## src/rtl/vld_pkg.sv

```systemverilog
package vld_pkg;
  localparam int unsigned INSN_W   = 32;
  localparam int unsigned GPR_SEL_W = 5;
  localparam int unsigned VR_SEL_W  = 6;
  localparam logic [5:0]  OPC_MAJOR = 6'd31;
  localparam logic [9:0]  OPC_MINOR = 10'd844;

  typedef struct packed {
    logic                 match;
    logic [4:0]           t_lo;
    logic                 t_hi;
    logic [GPR_SEL_W-1:0] src_a;
    logic [GPR_SEL_W-1:0] src_b;
  } vld_dec_t;

  typedef enum logic [2:0] {
    S_IDLE  = 3'd0,
    S_REQ0  = 3'd1,
    S_WAIT0 = 3'd2,
    S_REQ1  = 3'd3,
    S_WAIT1 = 3'd4,
    S_WRITE = 3'd5
  } vld_state_e;
endpackage

```

## src/rtl/vld_rst_sync.sv

```systemverilog
module vld_rst_sync #(
  parameter int unsigned STAGES = 2
) (
  input  logic clk,
  input  logic rst_n_in,
  output logic rst_n_out
);
  logic [STAGES-1:0] sync_q;

  always_ff @(posedge clk or negedge rst_n_in) begin
    if (!rst_n_in) sync_q <= '0;
    else           sync_q <= {sync_q[STAGES-2:0], 1'b1};
  end

  assign rst_n_out = sync_q[STAGES-1];
endmodule

```

## src/rtl/vld_decode.sv

```systemverilog
module vld_decode
  import vld_pkg::*;
(
  input  logic [INSN_W-1:0] insn,
  output vld_dec_t          dec
);
  logic [5:0] major;
  logic [9:0] minor;

  always_comb begin
    major     = insn[31:26];
    minor     = insn[10:1];
    dec.match = (major == OPC_MAJOR) && (minor == OPC_MINOR);
    dec.t_lo  = insn[25:21];
    dec.src_a = insn[20:16];
    dec.src_b = insn[15:11];
    dec.t_hi  = insn[0];
  end
endmodule

```

## src/rtl/vld_agen.sv

```systemverilog
module vld_agen #(
  parameter int unsigned ADDR_W = 64
) (
  input  logic              a_is_zero,
  input  logic [ADDR_W-1:0] a_val,
  input  logic [ADDR_W-1:0] b_val,
  output logic [ADDR_W-1:0] ea
);
  logic [ADDR_W-1:0] base;

  always_comb begin
    base = a_is_zero ? '0 : a_val;
    ea   = base + b_val;
  end
endmodule

```

## src/rtl/vld_lane_steer.sv

```systemverilog
module vld_lane_steer #(
  parameter int unsigned DATA_W = 64
) (
  input  logic              rev,
  input  logic [DATA_W-1:0] din,
  output logic [DATA_W-1:0] dout
);
  localparam int unsigned NBYTES = DATA_W / 8;

  for (genvar k = 0; k < NBYTES; k++) begin : g_lane
    assign dout[8*k +: 8] = rev ? din[8*(NBYTES-1-k) +: 8] : din[8*k +: 8];
  end
endmodule

```

## src/rtl/vld_dwpair_load.sv

```systemverilog
module vld_dwpair_load
  import vld_pkg::*;
#(
  parameter int unsigned ADDR_W = 64,
  parameter int unsigned DATA_W = 64
) (
  input  logic                    clk,
  input  logic                    rst_n,
  input  logic                    issue_valid,
  input  logic [INSN_W-1:0]       insn,
  input  logic                    vec_enable,
  input  logic                    little_endian,
  output logic                    busy,
  output logic                    done,
  output logic                    illegal,
  output logic                    vec_unavail,
  output logic [GPR_SEL_W-1:0]    gpr_a_idx,
  input  logic [ADDR_W-1:0]       gpr_a_data,
  output logic [GPR_SEL_W-1:0]    gpr_b_idx,
  input  logic [ADDR_W-1:0]       gpr_b_data,
  output logic                    mem_req,
  output logic [ADDR_W-1:0]       mem_addr,
  input  logic                    mem_rvalid,
  input  logic [DATA_W-1:0]       mem_rdata,
  output logic                    vr_we,
  output logic [VR_SEL_W-1:0]     vr_idx,
  output logic [2*DATA_W-1:0]     vr_wdata
);
  localparam logic [ADDR_W-1:0] STEP = ADDR_W'(DATA_W / 8);

  logic rst_n_s;
  vld_rst_sync #(.STAGES(2)) u_rst (.clk(clk), .rst_n_in(rst_n), .rst_n_out(rst_n_s));

  vld_dec_t          dec;
  logic [ADDR_W-1:0] ea_calc;
  logic [DATA_W-1:0] steered;

  vld_decode u_dec (.insn(insn), .dec(dec));

  vld_agen #(.ADDR_W(ADDR_W)) u_agen (
    .a_is_zero(dec.src_a == '0),
    .a_val    (gpr_a_data),
    .b_val    (gpr_b_data),
    .ea       (ea_calc)
  );

  vld_state_e          state_q, state_d;
  logic [ADDR_W-1:0]   ea_q, ea_d;
  logic                le_q, le_d;
  logic [VR_SEL_W-1:0] tgt_q, tgt_d;
  logic [DATA_W-1:0]   dw0_q, dw0_d, dw1_q, dw1_d;
  logic                ill_q, ill_d, unav_q, unav_d;
  logic                accept;
  logic                cap_en;

  vld_lane_steer #(.DATA_W(DATA_W)) u_steer (.rev(le_q), .din(mem_rdata), .dout(steered));

  assign accept = issue_valid && (state_q == S_IDLE);

  always_comb begin
    state_d = state_q;
    ea_d    = ea_q;
    le_d    = le_q;
    tgt_d   = tgt_q;
    dw0_d   = dw0_q;
    dw1_d   = dw1_q;
    ill_d   = 1'b0;
    unav_d  = 1'b0;
    cap_en  = 1'b0;
    unique case (state_q)
      S_IDLE: begin
        if (accept) begin
          if (!dec.match) begin
            ill_d = 1'b1;
          end else if (!vec_enable) begin
            unav_d = 1'b1;
          end else begin
            cap_en  = 1'b1;
            ea_d    = ea_calc;
            le_d    = little_endian;
            tgt_d   = {dec.t_hi, dec.t_lo};
            state_d = S_REQ0;
          end
        end
      end
      S_REQ0:  state_d = S_WAIT0;
      S_WAIT0: begin
        if (mem_rvalid) begin
          dw0_d   = steered;
          state_d = S_REQ1;
        end
      end
      S_REQ1:  state_d = S_WAIT1;
      S_WAIT1: begin
        if (mem_rvalid) begin
          dw1_d   = steered;
          state_d = S_WRITE;
        end
      end
      S_WRITE: state_d = S_IDLE;
      default: state_d = S_IDLE;
    endcase
  end

  always_ff @(posedge clk or negedge rst_n_s) begin
    if (!rst_n_s) begin
      state_q <= S_IDLE;
      ill_q   <= 1'b0;
      unav_q  <= 1'b0;
    end else begin
      state_q <= state_d;
      ill_q   <= ill_d;
      unav_q  <= unav_d;
    end
  end

  always_ff @(posedge clk or negedge rst_n_s) begin
    if (!rst_n_s) begin
      ea_q  <= '0;
      le_q  <= 1'b0;
      tgt_q <= '0;
    end else if (cap_en) begin
      ea_q  <= ea_d;
      le_q  <= le_d;
      tgt_q <= tgt_d;
    end
  end

  always_ff @(posedge clk or negedge rst_n_s) begin
    if (!rst_n_s) begin
      dw0_q <= '0;
      dw1_q <= '0;
    end else if (mem_rvalid) begin
      dw0_q <= dw0_d;
      dw1_q <= dw1_d;
    end
  end

  assign gpr_a_idx   = dec.src_a;
  assign gpr_b_idx   = dec.src_b;
  assign busy        = (state_q != S_IDLE);
  assign done        = (state_q == S_WRITE);
  assign vr_we       = (state_q == S_WRITE);
  assign illegal     = ill_q;
  assign vec_unavail = unav_q;
  assign mem_req     = (state_q == S_REQ0) || (state_q == S_REQ1);
  assign mem_addr    = (state_q == S_REQ1) ? ea_q + STEP : ea_q;
  assign vr_idx      = tgt_q;
  assign vr_wdata    = {dw0_q, dw1_q};
endmodule

```

## config.mk

```make
export PLATFORM = sky130hd
export DESIGN_NAME = vld_dwpair_load
export DESIGN_NICKNAME = d
export VERILOG_FILES = /design/src/rtl/vld_pkg.sv /design/src/rtl/vld_rst_sync.sv /design/src/rtl/vld_decode.sv /design/src/rtl/vld_agen.sv /design/src/rtl/vld_lane_steer.sv /design/src/rtl/vld_dwpair_load.sv
export SDC_FILE = /design/constraint.sdc
export NUM_CORES = 1
export LEC_CHECK = 0
export BUFFER_PORTS_ARGS = -buffer_cell sky130_fd_sc_hd__buf_2
export CELL_PAD_IN_SITES_DETAIL_PLACEMENT = 1
export CELL_PAD_IN_SITES_GLOBAL_PLACEMENT = 1
export CORE_MARGIN = 1.5
export CORE_UTILIZATION = 36
export CTS_CLUSTER_DIAMETER = 60
export DETAILED_ROUTE_END_ITERATION = 8
export GPL_TIMING_DRIVEN = 0
export PLACE_DENSITY = 0.75
export SYNTH_ARGS = -nofsm -noshare
export SYNTH_HDL_FRONTEND = slang
export SYNTH_HIERARCHICAL = 1
export SYNTH_SLANG_ARGS = --single-unit
```

## constraint.sdc

```tcl
create_clock -name clk -period 5.85 [get_ports clk]
set_input_delay 0.2925 -clock clk [delete_from_list [all_inputs] [get_ports clk]]
set_output_delay 0.2925 -clock clk [all_outputs]
set_load 0.03 [all_outputs]
```

==> reports/summary.txt, run 1 <==
# rows: 73
Placeable Area: 0.0399 sq mm
Final nets: 2155
Mean Syn Cell Area: 10.5 sq um
Clock sinks: 206
Root Buffer: clkbuf_16
Relative slew slack: 35.1%
RePlAce Congestion: 0.884
Worst setup SP type: primary input
Post-Syn Area: 0.0146 sq mm
Post-DP HPWL: 41500 um
Share of the synthesized area in the top cell type: 35.3%
Clk_lat worst skew: 0.54 ns
Finished Layout Cells: 2404
Compound-Gate Fraction of Synth Area: 10.3%
Clk_skew: 0.0251 ns
Setup WS post-layout: 0.502 ns
Hold Startpoint: insn[25]
Status: finished clean
Adder-cell area share of the yosys netlist: 5.61%
Area grow syn2layout: 25.5%
Yosys reg bits: 206
RSZ-0062 raised after global routing: no
Initial DRT Pass Iterations: 5
CP Capture Type: flop
CTS Buffer Depth: 3
First DRT Iteration DRCs: 584
CTS tree: built
Total gr overflow: 0
CP arrival: 5.76 ns
GRT Util Overall: 23.7%
Avg WL per Cell: 21.2 um
Initial core utilization: 36.6%
Reg2reg end: ea_q[5]$_DFFE_PN0P_
Post-synth ARST share: 100%
Num CTS Buffers: 25
Die W: 205 um
First-pass GRT wire length: 77900 um
Number of enable flip-flop cells after synthesis: 0
Synth area leaders: dfrtp_1 35%, mux2_2 16%, mux2_4 6.2%
Max-capacitance violation count: 0
Largest net degree at the start of global routing: 58
Die Y-Extent: 205 um
Tightest Hold Check Type: in -> reg
Final hold violation count: 0
Buffers on Ports: 427
Die Area: 0.0418 sq mm
Period utilisation layout: 91.4%
Postcts setup bufs: 0
Simple-Gate Fraction of Synth Area: 15.3%
Crit path kind: in -> reg
Vias per cell: 5.32
Mux cell area share after synthesis: 21.7%
Pwr Density: 345 mW/mm^2
Ys Warns: 6
Share of layout cells above drive strength 1: 43.6%
Antenna-violating nets left: 0
Worst-path fanout max: 10
CTS H-tree lvls: 1
FMAX: 187 MHz
WHS Path Cells: 2
Vias in the first global route: 13700
Placed instance count: 2350
Slew Viols, Final: 0
Synth Flop Type: dfrtp_1
Num ports: 444
Initial antenna violation count: 2
Worst-path clk slew: 0.06 ns
XOR/XNOR Fraction of Synth Area: 7.25%
Mapped Cells: 1395
Minimum clock period: 5.35 ns
Largest family of logic cells by synthesized area: multiplexers
Routed via count: 12800
Synth cell types: 82
Reg2reg setup slack: 3.18 ns
Leak Pwr: 9.20 nW
Seq/Total Area, Yosys: 35.3%
WL final: 50900 um
Worst r2r src: state_q[1]$_DFFE_PN0P_
Setup-failing EPs final: 0
Remaining DRCs: 0
Slew at the pin closest to its max-slew limit: 0.971 ns
Maximum vdd drop: 196 uV
Synth area leader: dfrtp_1
R2R depth: 6
Hold EP: vr_idx[4]$_DFFE_PN0P_
Worst path required time: 6.27 ns
Syn Nets: 1690
Post-place setup slack: -0.450 ns
## critical path: stages
cell and delay [ns]:
buf_4 0.11, or4_1 0.51, nor2_1 0.09, clkbuf_2 0.39
clkbuf_1 0.52, nor2b_1 0.28, ha_1 0.31, a211oi_1 0.39
nor3_1 0.16, o311ai_1 0.49, a211oi_1 0.24, o311ai_1 0.64
o21ai_1 0.30, a21oi_1 0.39, o21ai_0 0.19, xor2_1 0.17
mux2_2 0.27
## placed cells by master (no fill, tap or decap), types with 8 or more instances in the layout
cell type | synthesis | final
mux2_4 | 60 | 60
buf_4 | 23 | 23
nand3_1 | 44 | 44
o21bai_1 | 15 | 15
inv_1 | 22 | 22
clkbuf_16 | 0 | 25
nand2_1 | 82 | 82
a21o_1 | 36 | 36
o21ai_0 | 33 | 33
nor2_1 | 64 | 64
nand4_1 | 37 | 37
buf_2 | 25 | 452
ha_1 | 64 | 64
a21oi_1 | 81 | 81
xnor2_1 | 67 | 67
nor2b_1 | 67 | 67
clkbuf_1 | 32 | 37
nor3_2 | 8 | 8
dfrtp_1 | 206 | 205
nor4_1 | 8 | 8
nor3_1 | 23 | 23
mux2_2 | 202 | 202
and3_1 | 14 | 14
xor2_1 | 54 | 54
dlygate4sd3_1 | 0 | 8
and2_1 | 14 | 14
## kinds of logic (layout without fill, tap and decap cells)
logic type      after synthesis  count (layout)
compound gates              229             229
xor+xnor                    121             121
fa+ha+maj                    65              65
buf+inv                     113             595
flops                       206             206
mux                         262             262
other cells                   1               3
simple gates                398             398
## state kept, by name, summed over array words and instances, names as in the netlist
name / cells
dw0_q: 64
dw1_q: 64
ea_q: 64
illegal: 1
le_q: 1
state_q: 3
u_rst/sync_q: 2
vec_unavail: 1
vr_idx: 6
## Yosys cell counts (14+ instances only)
master	count
dfrtp_1	206
mux2_2	202
nand2_1	82
a21oi_1	81
nor2b_1	67
xnor2_1	67
ha_1	64
nor2_1	64
mux2_4	60
xor2_1	54
nand3_1	44
nand4_1	37
a21o_1	36
o21ai_0	33
clkbuf_1	32
buf_2	25
buf_4	23
nor3_1	23
inv_1	22
o21bai_1	15
and2_1	14
and3_1	14
## cell type report
class	instances	area [sq um]
inverters	22	82.6
flip-flops and latches	206	5160
diodes	2	5.00
well taps	525	657
multi-input cells	1076	8800
fillers	4640	21600
repair buffers	438	2290
clock inverters	13	121
plain buffers	91	582
clock buffers	31	648
## how the worst max path moves through the flow
| stage | startpoint | endpoint | slack [ns] | depth (start not counted) |
|---|---|---|---|---|
| 2_1_floorplan | insn[16] | ea_q[56]$_DFFE_PN0P_ | 1.45 | 18 |
| 3_3_place_gp | insn[16] | ea_q[56]$_DFFE_PN0P_ | -0.39 | 18 |
| 6_report | insn[16] | ea_q[41]$_DFFE_PN0P_ | 0.50 | 17 |
| 3_5_place_dp | insn[16] | ea_q[56]$_DFFE_PN0P_ | -0.45 | 18 |
| 4_1_cts | insn[16] | ea_q[56]$_DFFE_PN0P_ | 0.09 | 18 |
| 5_1_grt | insn[16] | ea_q[56]$_DFFE_PN0P_ | 0.17 | 18 |
## metrics by stage
stage	instance area (sq um)	hold slack (ns)	power [mW]	setup TNS, ns	util (%)
6_report	18400	0.0291	6.34	0	46.0
3_5_place_dp	17500	0.0819	4.89	-4.74	43.8
5_1_grt	18400	0.0124	6.64	0	46.0
4_1_cts	18300	0.0141	6.39	0	46.0
3_3_place_gp	17400	0.0775	4.76	-3.12	43.6
2_1_floorplan	14600	-0.00309	3.93	0	-
## report_power, final
group / total [mW] / internal, mW / switching (mW)
Combinational: 2.79 / 1.01 / 1.79
Sequential: 2.07 / 1.84 / 0.229
Clock: 1.47 / 0.840 / 0.634
## per-layer routing
metal | vias to the layer above | part of all wire (%) | global-route usage, %
met5 | - | 0 | 0
met4 | 0 | 2.8 | 6.25
met3 | 88 | 5.3 | 3.17
met2 | 422 | 51 | 43.3
met1 | 6326 | 41 | 28.9
li1 | 5954 | - | -
## timing repair
action                     4_1_cts  5_1_grt
gates resized for setup          0        3
hold endpoints to repair         9        0
setup endpoints to repair        0       10
hold buffers                     8        0
No activity file was read; power rests on OpenSTA's default activity.
==> run 2: changes to the inputs <==
--- a/config.mk
+++ b/config.mk
@@ -6,10 +6,10 @@
 export NUM_CORES = 1
 export LEC_CHECK = 0
 export BUFFER_PORTS_ARGS = -buffer_cell sky130_fd_sc_hd__buf_2
-export CELL_PAD_IN_SITES_DETAIL_PLACEMENT = 1
-export CELL_PAD_IN_SITES_GLOBAL_PLACEMENT = 1
+export CELL_PAD_IN_SITES_DETAIL_PLACEMENT = 0
+export CELL_PAD_IN_SITES_GLOBAL_PLACEMENT = 2
 export CORE_MARGIN = 1.5
-export CORE_UTILIZATION = 36
+export CORE_UTILIZATION = 29
 export CTS_CLUSTER_DIAMETER = 60
 export DETAILED_ROUTE_END_ITERATION = 8
 export GPL_TIMING_DRIVEN = 0
==> reports/summary.txt, run 2 (synthesis results as in run 1) <==
Status: finished clean
Most common cell after layout, fill and taps aside: buf_2
Leak Pwr: 9.22 nW
Minimum clock period: 5.47 ns
Maximum vdd drop: 227 uV
Worst-path clk slew: 0.06 ns
Internal power: 3.73 mW
Hold Startpoint: mem_rvalid
Tot Pwr: 6.27 mW
FMAX: 183 MHz
Post-route cell area: 0.0186 sq mm
Switching share of power: 40.6%
Initial DRT Pass Iterations: 5
Routed via count: 12300
Max-capacitance violation count: 0
WL final: 49500 um
Worst-path fanout max: 10
CP Capture Type: flop
CTS tree: built
Share of layout cells above drive strength 1: 43.6%
Die Y-Extent: 228 um
CP max stage delay: 0.51 ns
Tightest Hold Check Type: in -> reg
First DRT Iteration DRCs: 505
Post-DP HPWL: 40700 um
Clock sinks: 206
Slew Viols, Final: 0
GRT Util Overall: 18.2%
Slowest cell on crit path: o31ai_1
Period utilisation layout: 93.5%
Largest net degree at the start of global routing: 49
DP Area: 0.0177 sq mm
Avg WL per Cell: 19.4 um
Worst setup SP type: primary input
Total gr overflow: 0
Top flop regs: dw0_q: 64 flops, dw1_q: 64 flops, ea_q: 64 flops
CP arrival: 5.95 ns
Worst r2r src: state_q[1]$_DFFE_PN0P_
Slew at the pin closest to its max-slew limit: 1.03 ns
Buffers on Ports: 427
Initial core utilization: 29.3%
# rows: 82
Vias per cell: 4.84
Crit path kind: in -> reg
CP Buf/Inv Count: 3
Relative slew slack: 31.3%
Core Util, Final: 37.2%
CTS Buffer Depth: 3
CTS H-tree lvls: 1
Clk network pwr share: 23.8%
Initial antenna violation count: 4
Setup-failing EPs final: 0
Worst path required time: 6.33 ns
First-pass GRT wire length: 72500 um
Crit path launch: insn[16]
Clk_lat worst skew: 0.54 ns
Commonest non-fill, non-tap cells in the layout: 452 x buf_2, 205 x dfrtp_1, 202 x mux2_2
RePlAce Congestion: 0.810
Placeable Area: 0.0500 sq mm
Critical-path cell list: buf_4 > or4_1 > nor2_1 > clkbuf_2 > clkbuf_1 > nor2b_1 > ha_1 > fa_1 > a21o_1 > a221oi_1 > and3_1 > nor3_1 > o31ai_1 > a21bo_2 > a2111o_1 > o21bai_1 > a311oi_1 > mux2_2
Die W: 228 um
Postcts setup bufs: 0
Num CTS Buffers: 25
Pwr Density: 338 mW/mm^2
Area grow syn2layout: 27.0%
Sequential Power Share: 32.6%
Net switching power figure: 2.54 mW
Reg2reg setup slack: 3.15 ns
Num ports: 444
Layout fillers: 5155
Die Area: 0.0518 sq mm
Remaining DRCs: 0
Final hold slack: 0.0676 ns
Final hold violation count: 0
Root Buffer: clkbuf_16
Vias in the first global route: 12400
RSZ-0062 raised after global routing: no
Antenna-violating nets left: 0
CP top delay family: compound AO/OA/AOI/OAI gates
Final nets: 2157
Comb power frac: 43.7%
Clk_skew: 0.00674 ns
run 2: routing by layer:
metal	routed length [um]	GRT usage, %	vias up
met5	26	0	-
met4	737	3.70	4
met3	2900	3.27	45
met2	24900	32.8	343
met1	21000	22.6	5972
li1	-	-	5971
run 2: worst paths after layout:
path                       depth (start not counted)                         to
setup / recovery                                  18       ea_q[56]$_DFFE_PN0P_
hold / removal                                     3     state_q[0]$_DFFE_PN0P_
setup reg to reg                                   6        ea_q[1]$_DFFE_PN0P_
hold reg to reg                                    0       ea_q[63]$_DFFE_PN0P_
max in group asynchronous                          4      dw0_q[34]$_DFFE_PN0P_
min in group asynchronous                          2  u_rst/sync_q[1]$_DFF_PN0_
run 2: tightest hold or removal path, delay by kind of cell:
| kind | cells | cell delay, ns |
|---|---|---|
| and+or+nand+nor | 1 | 0.08 |
| buffers and inverters | 1 | 0.11 |
| AOI/OAI and AO/OA | 1 | 0.09 |
run 2: what timing repair did:
action,CTS,global route
setup endpoints to repair,6,0
resized for setup,1,0
endpoints found under the hold margin,10,0
hold buffers,9,0
run 2: power groups by stage:
stage | Combinational, mW | Clock, mW | Sequential (mW)
after floorplan | 1.05 | 0 | 2.88
after global placement | 2.71 | 0 | 2.07
after detailed placement | 2.76 | 0 | 2.07
after CTS | 2.77 | 1.53 | 2.05
after global routing | 2.93 | 1.60 | 2.10
final | 2.74 | 1.49 | 2.04
run 2: final cells by class:
class,count,area [sq um],share of cell area (%)
Timing Repair Buffer,440,2310,12.5
Clock buffer,35,703,3.79
Antenna cell,1,2.50,0.0135
Buffer,91,582,3.13
Tap cell,672,841,4.53
Clock inverter,6,77.6,0.418
Multi-Input combinational cell,1076,8800,47.4
Sequential cell,206,5160,27.8
Inverter,22,82.6,0.445
run 2: per-stage QoR:
| stage | worst slack (ns) | TNS, ns | std cells |
|---|---|---|---|
| after floorplan | 1.45 | 0 | 1395 |
| after global placement | -0.691 | -9.92 | 2494 |
| after detailed placement | -0.713 | -9.71 | 2498 |
| after CTS | 0.319 | 0 | 2548 |
| after global routing | 0.0334 | 0 | 2549 |
| final | 0.380 | 0 | 2549 |
==> run 3: changes to the inputs <==
--- a/config.mk
+++ b/config.mk
@@ -8,6 +8,7 @@
 export BUFFER_PORTS_ARGS = -buffer_cell sky130_fd_sc_hd__buf_2
 export CELL_PAD_IN_SITES_DETAIL_PLACEMENT = 0
 export CELL_PAD_IN_SITES_GLOBAL_PLACEMENT = 2
+export CORE_ASPECT_RATIO = 1.1
 export CORE_MARGIN = 1.5
 export CORE_UTILIZATION = 29
 export CTS_CLUSTER_DIAMETER = 60
==> reports/summary.txt, run 3 (synthesis results as in run 1) <==
Avg WL per Cell: 19.1 um
Tightest Hold Check Type: in -> reg
Die Area: 0.0518 sq mm
Worst r2r src: state_q[1]$_DFFE_PN0P_
Buffers on Ports: 427
Period utilisation layout: 89.9%
Setup crit end: ea_q[57]$_DFFE_PN0P_
Die Y-Extent: 239 um
R2R depth: 6
WL final: 48400 um
Worst path required time: 6.26 ns
Root Buffer: clkbuf_16
Vias in the first global route: 12800
CP Capture Type: flop
Total gr overflow: 0
Clk network pwr share: 23.6%
Reg2reg end: dw1_q[57]$_DFFE_PN0P_
Status: finished clean
GRT Util Overall: 18.2%
Clk_skew: 0.0130 ns
Post-DP HPWL: 40000 um
Final nets: 2156
Final hold violation count: 0
Setup WS post-layout: 0.591 ns
Layout fillers: 5187
Placed instance count: 2486
Clk_lat worst skew: 0.53 ns
Internal power: 3.73 mW
Largest net degree at the start of global routing: 60
Most common cell after layout, fill and taps aside: buf_2
Max-capacitance violation count: 0
Initial DRT Pass Iterations: 5
Top flop regs: dw0_q: 64 flops, dw1_q: 64 flops, ea_q: 64 flops
Num CTS Buffers: 24
Remaining DRCs: 0
CP arrival: 5.67 ns
Maximum vdd drop: 244 uV
RSZ-0062 raised after global routing: no
Worst setup SP type: primary input
Vias per cell: 4.88
Setup-failing EPs final: 0
First-pass GRT wire length: 73800 um
Commonest non-fill, non-tap cells in the layout: 452 x buf_2, 205 x dfrtp_1, 202 x mux2_2
Relative slew slack: 54.1%
Slew at the pin closest to its max-slew limit: 0.684 ns
Slew Viols, Final: 0
CTS H-tree lvls: 1
FMAX: 190 MHz
Sequential Power Share: 32.8%
Worst-path clk slew: 0.06 ns
RePlAce Congestion: 0.837
Initial core utilization: 29.3%
Routed via count: 12400
Clock sinks: 206
Num ports: 444
Initial antenna violation count: 6
Share of layout cells above drive strength 1: 43.6%
CTS tree: built
Comb power frac: 43.6%
Placeable Area: 0.0499 sq mm
Post-place setup slack: -0.433 ns
Pwr Density: 337 mW/mm^2
Reg2reg setup slack: 3.52 ns
First DRT Iteration DRCs: 540
Worst-path fanout max: 10
Die W: 217 um
Minimum clock period: 5.26 ns
Net switching power figure: 2.54 mW
Switching share of power: 40.5%
Finished Layout Cells: 2539
Crit path launch: insn[16]
Leak Pwr: 9.21 nW
# rows: 86
Crit path kind: in -> reg
CTS Buffer Depth: 3
Tot Pwr: 6.26 mW
Area grow syn2layout: 27.0%
Antenna-violating nets left: 0
-- run 3: changes by cell type in the layout (fill, tap and decap cells not counted), moves of 2 or more --
cell      delta
buf_12       -3
inv_6        +3
buf_16       +2
clkbuf_8     -2
-- run 3: power groups by stage --
stage | clock [mW] | combinational, mW | sequential [mW]
3_5_place_dp | 0 | 2.74 | 2.09
2_1_floorplan | 0 | 1.05 | 2.88
3_3_place_gp | 0 | 2.70 | 2.09
6_report | 1.48 | 2.73 | 2.06
4_1_cts | 1.53 | 2.76 | 2.07
5_1_grt | 1.58 | 2.92 | 2.11
-- run 3: timing repair --
item                                   4_1_cts  5_1_grt
endpoints found under the hold margin       10        0
buffers inserted                             0        0
resized for setup                            0        3
hold buffers                                 9        0
setup endpoints to repair                    0        8
-- run 3: worst max-delay path, stage by stage --
cell      delay (ns)
buf_4           0.11
or4_1           0.50
nor2_1          0.09
clkbuf_2        0.41
clkbuf_1        0.41
nor2b_1         0.13
ha_1            0.34
a211oi_1        0.45
nor3_1          0.16
o311ai_1        0.49
a211oi_1        0.23
o311ai_1        0.62
nor2_1          0.16
o21ai_1         0.59
o21ai_0         0.21
xnor2_1         0.17
mux2_2          0.26
-- run 3: final cells by class --
class / count / area [sq um] / share of cell area [%]
clock inverters: 9 / 124 / 0.667
diodes: 2 / 5.00 / 0.0270
well taps: 660 / 826 / 4.45
flip-flops and latches: 206 / 5160 / 27.8
multi-input cells: 1076 / 8810 / 47.4
repair buffers: 440 / 2320 / 12.5
inverters: 22 / 82.6 / 0.445
plain buffers: 91 / 582 / 3.13
clock buffers: 33 / 654 / 3.52
-- run 3: per-stage QoR --
stage                     utilization (%)  instance area (sq um)  hold slack [ns]  TNS, ns
final                                37.2                  18600           0.0897        0
after global routing                 37.2                  18600           0.0856        0
after CTS                            37.2                  18600           0.0635        0
after detailed placement             35.4                  17700           0.0809    -4.22
after global placement               35.2                  17600           0.0794    -4.25
after floorplan                         -                  14600         -0.00309        0
-- run 3: metal layers --
metal | GRT usage (%) | wire length, um
met1 | 22.3 | 20300
met5 | 0 | 27
met3 | 2.66 | 2530
met4 | 3.05 | 670
met2 | 33.9 | 24900
-- run 3: worst min path at each step --
stage	startpoint	end	slack [ns]	cells after the start
detailed placement	rst_n	u_rst/sync_q[0]$_DFF_PN0_	0.08	1
global route	mem_rvalid	state_q[0]$_DFFE_PN0P_	0.09	3
finish	mem_rvalid	state_q[0]$_DFFE_PN0P_	0.09	3
floorplan	rst_n	u_rst/sync_q[0]$_DFF_PN0_	-0.003	0
CTS	mem_rvalid	state_q[0]$_DFFE_PN0P_	0.06	3
global placement	rst_n	u_rst/sync_q[0]$_DFF_PN0_	0.08	1
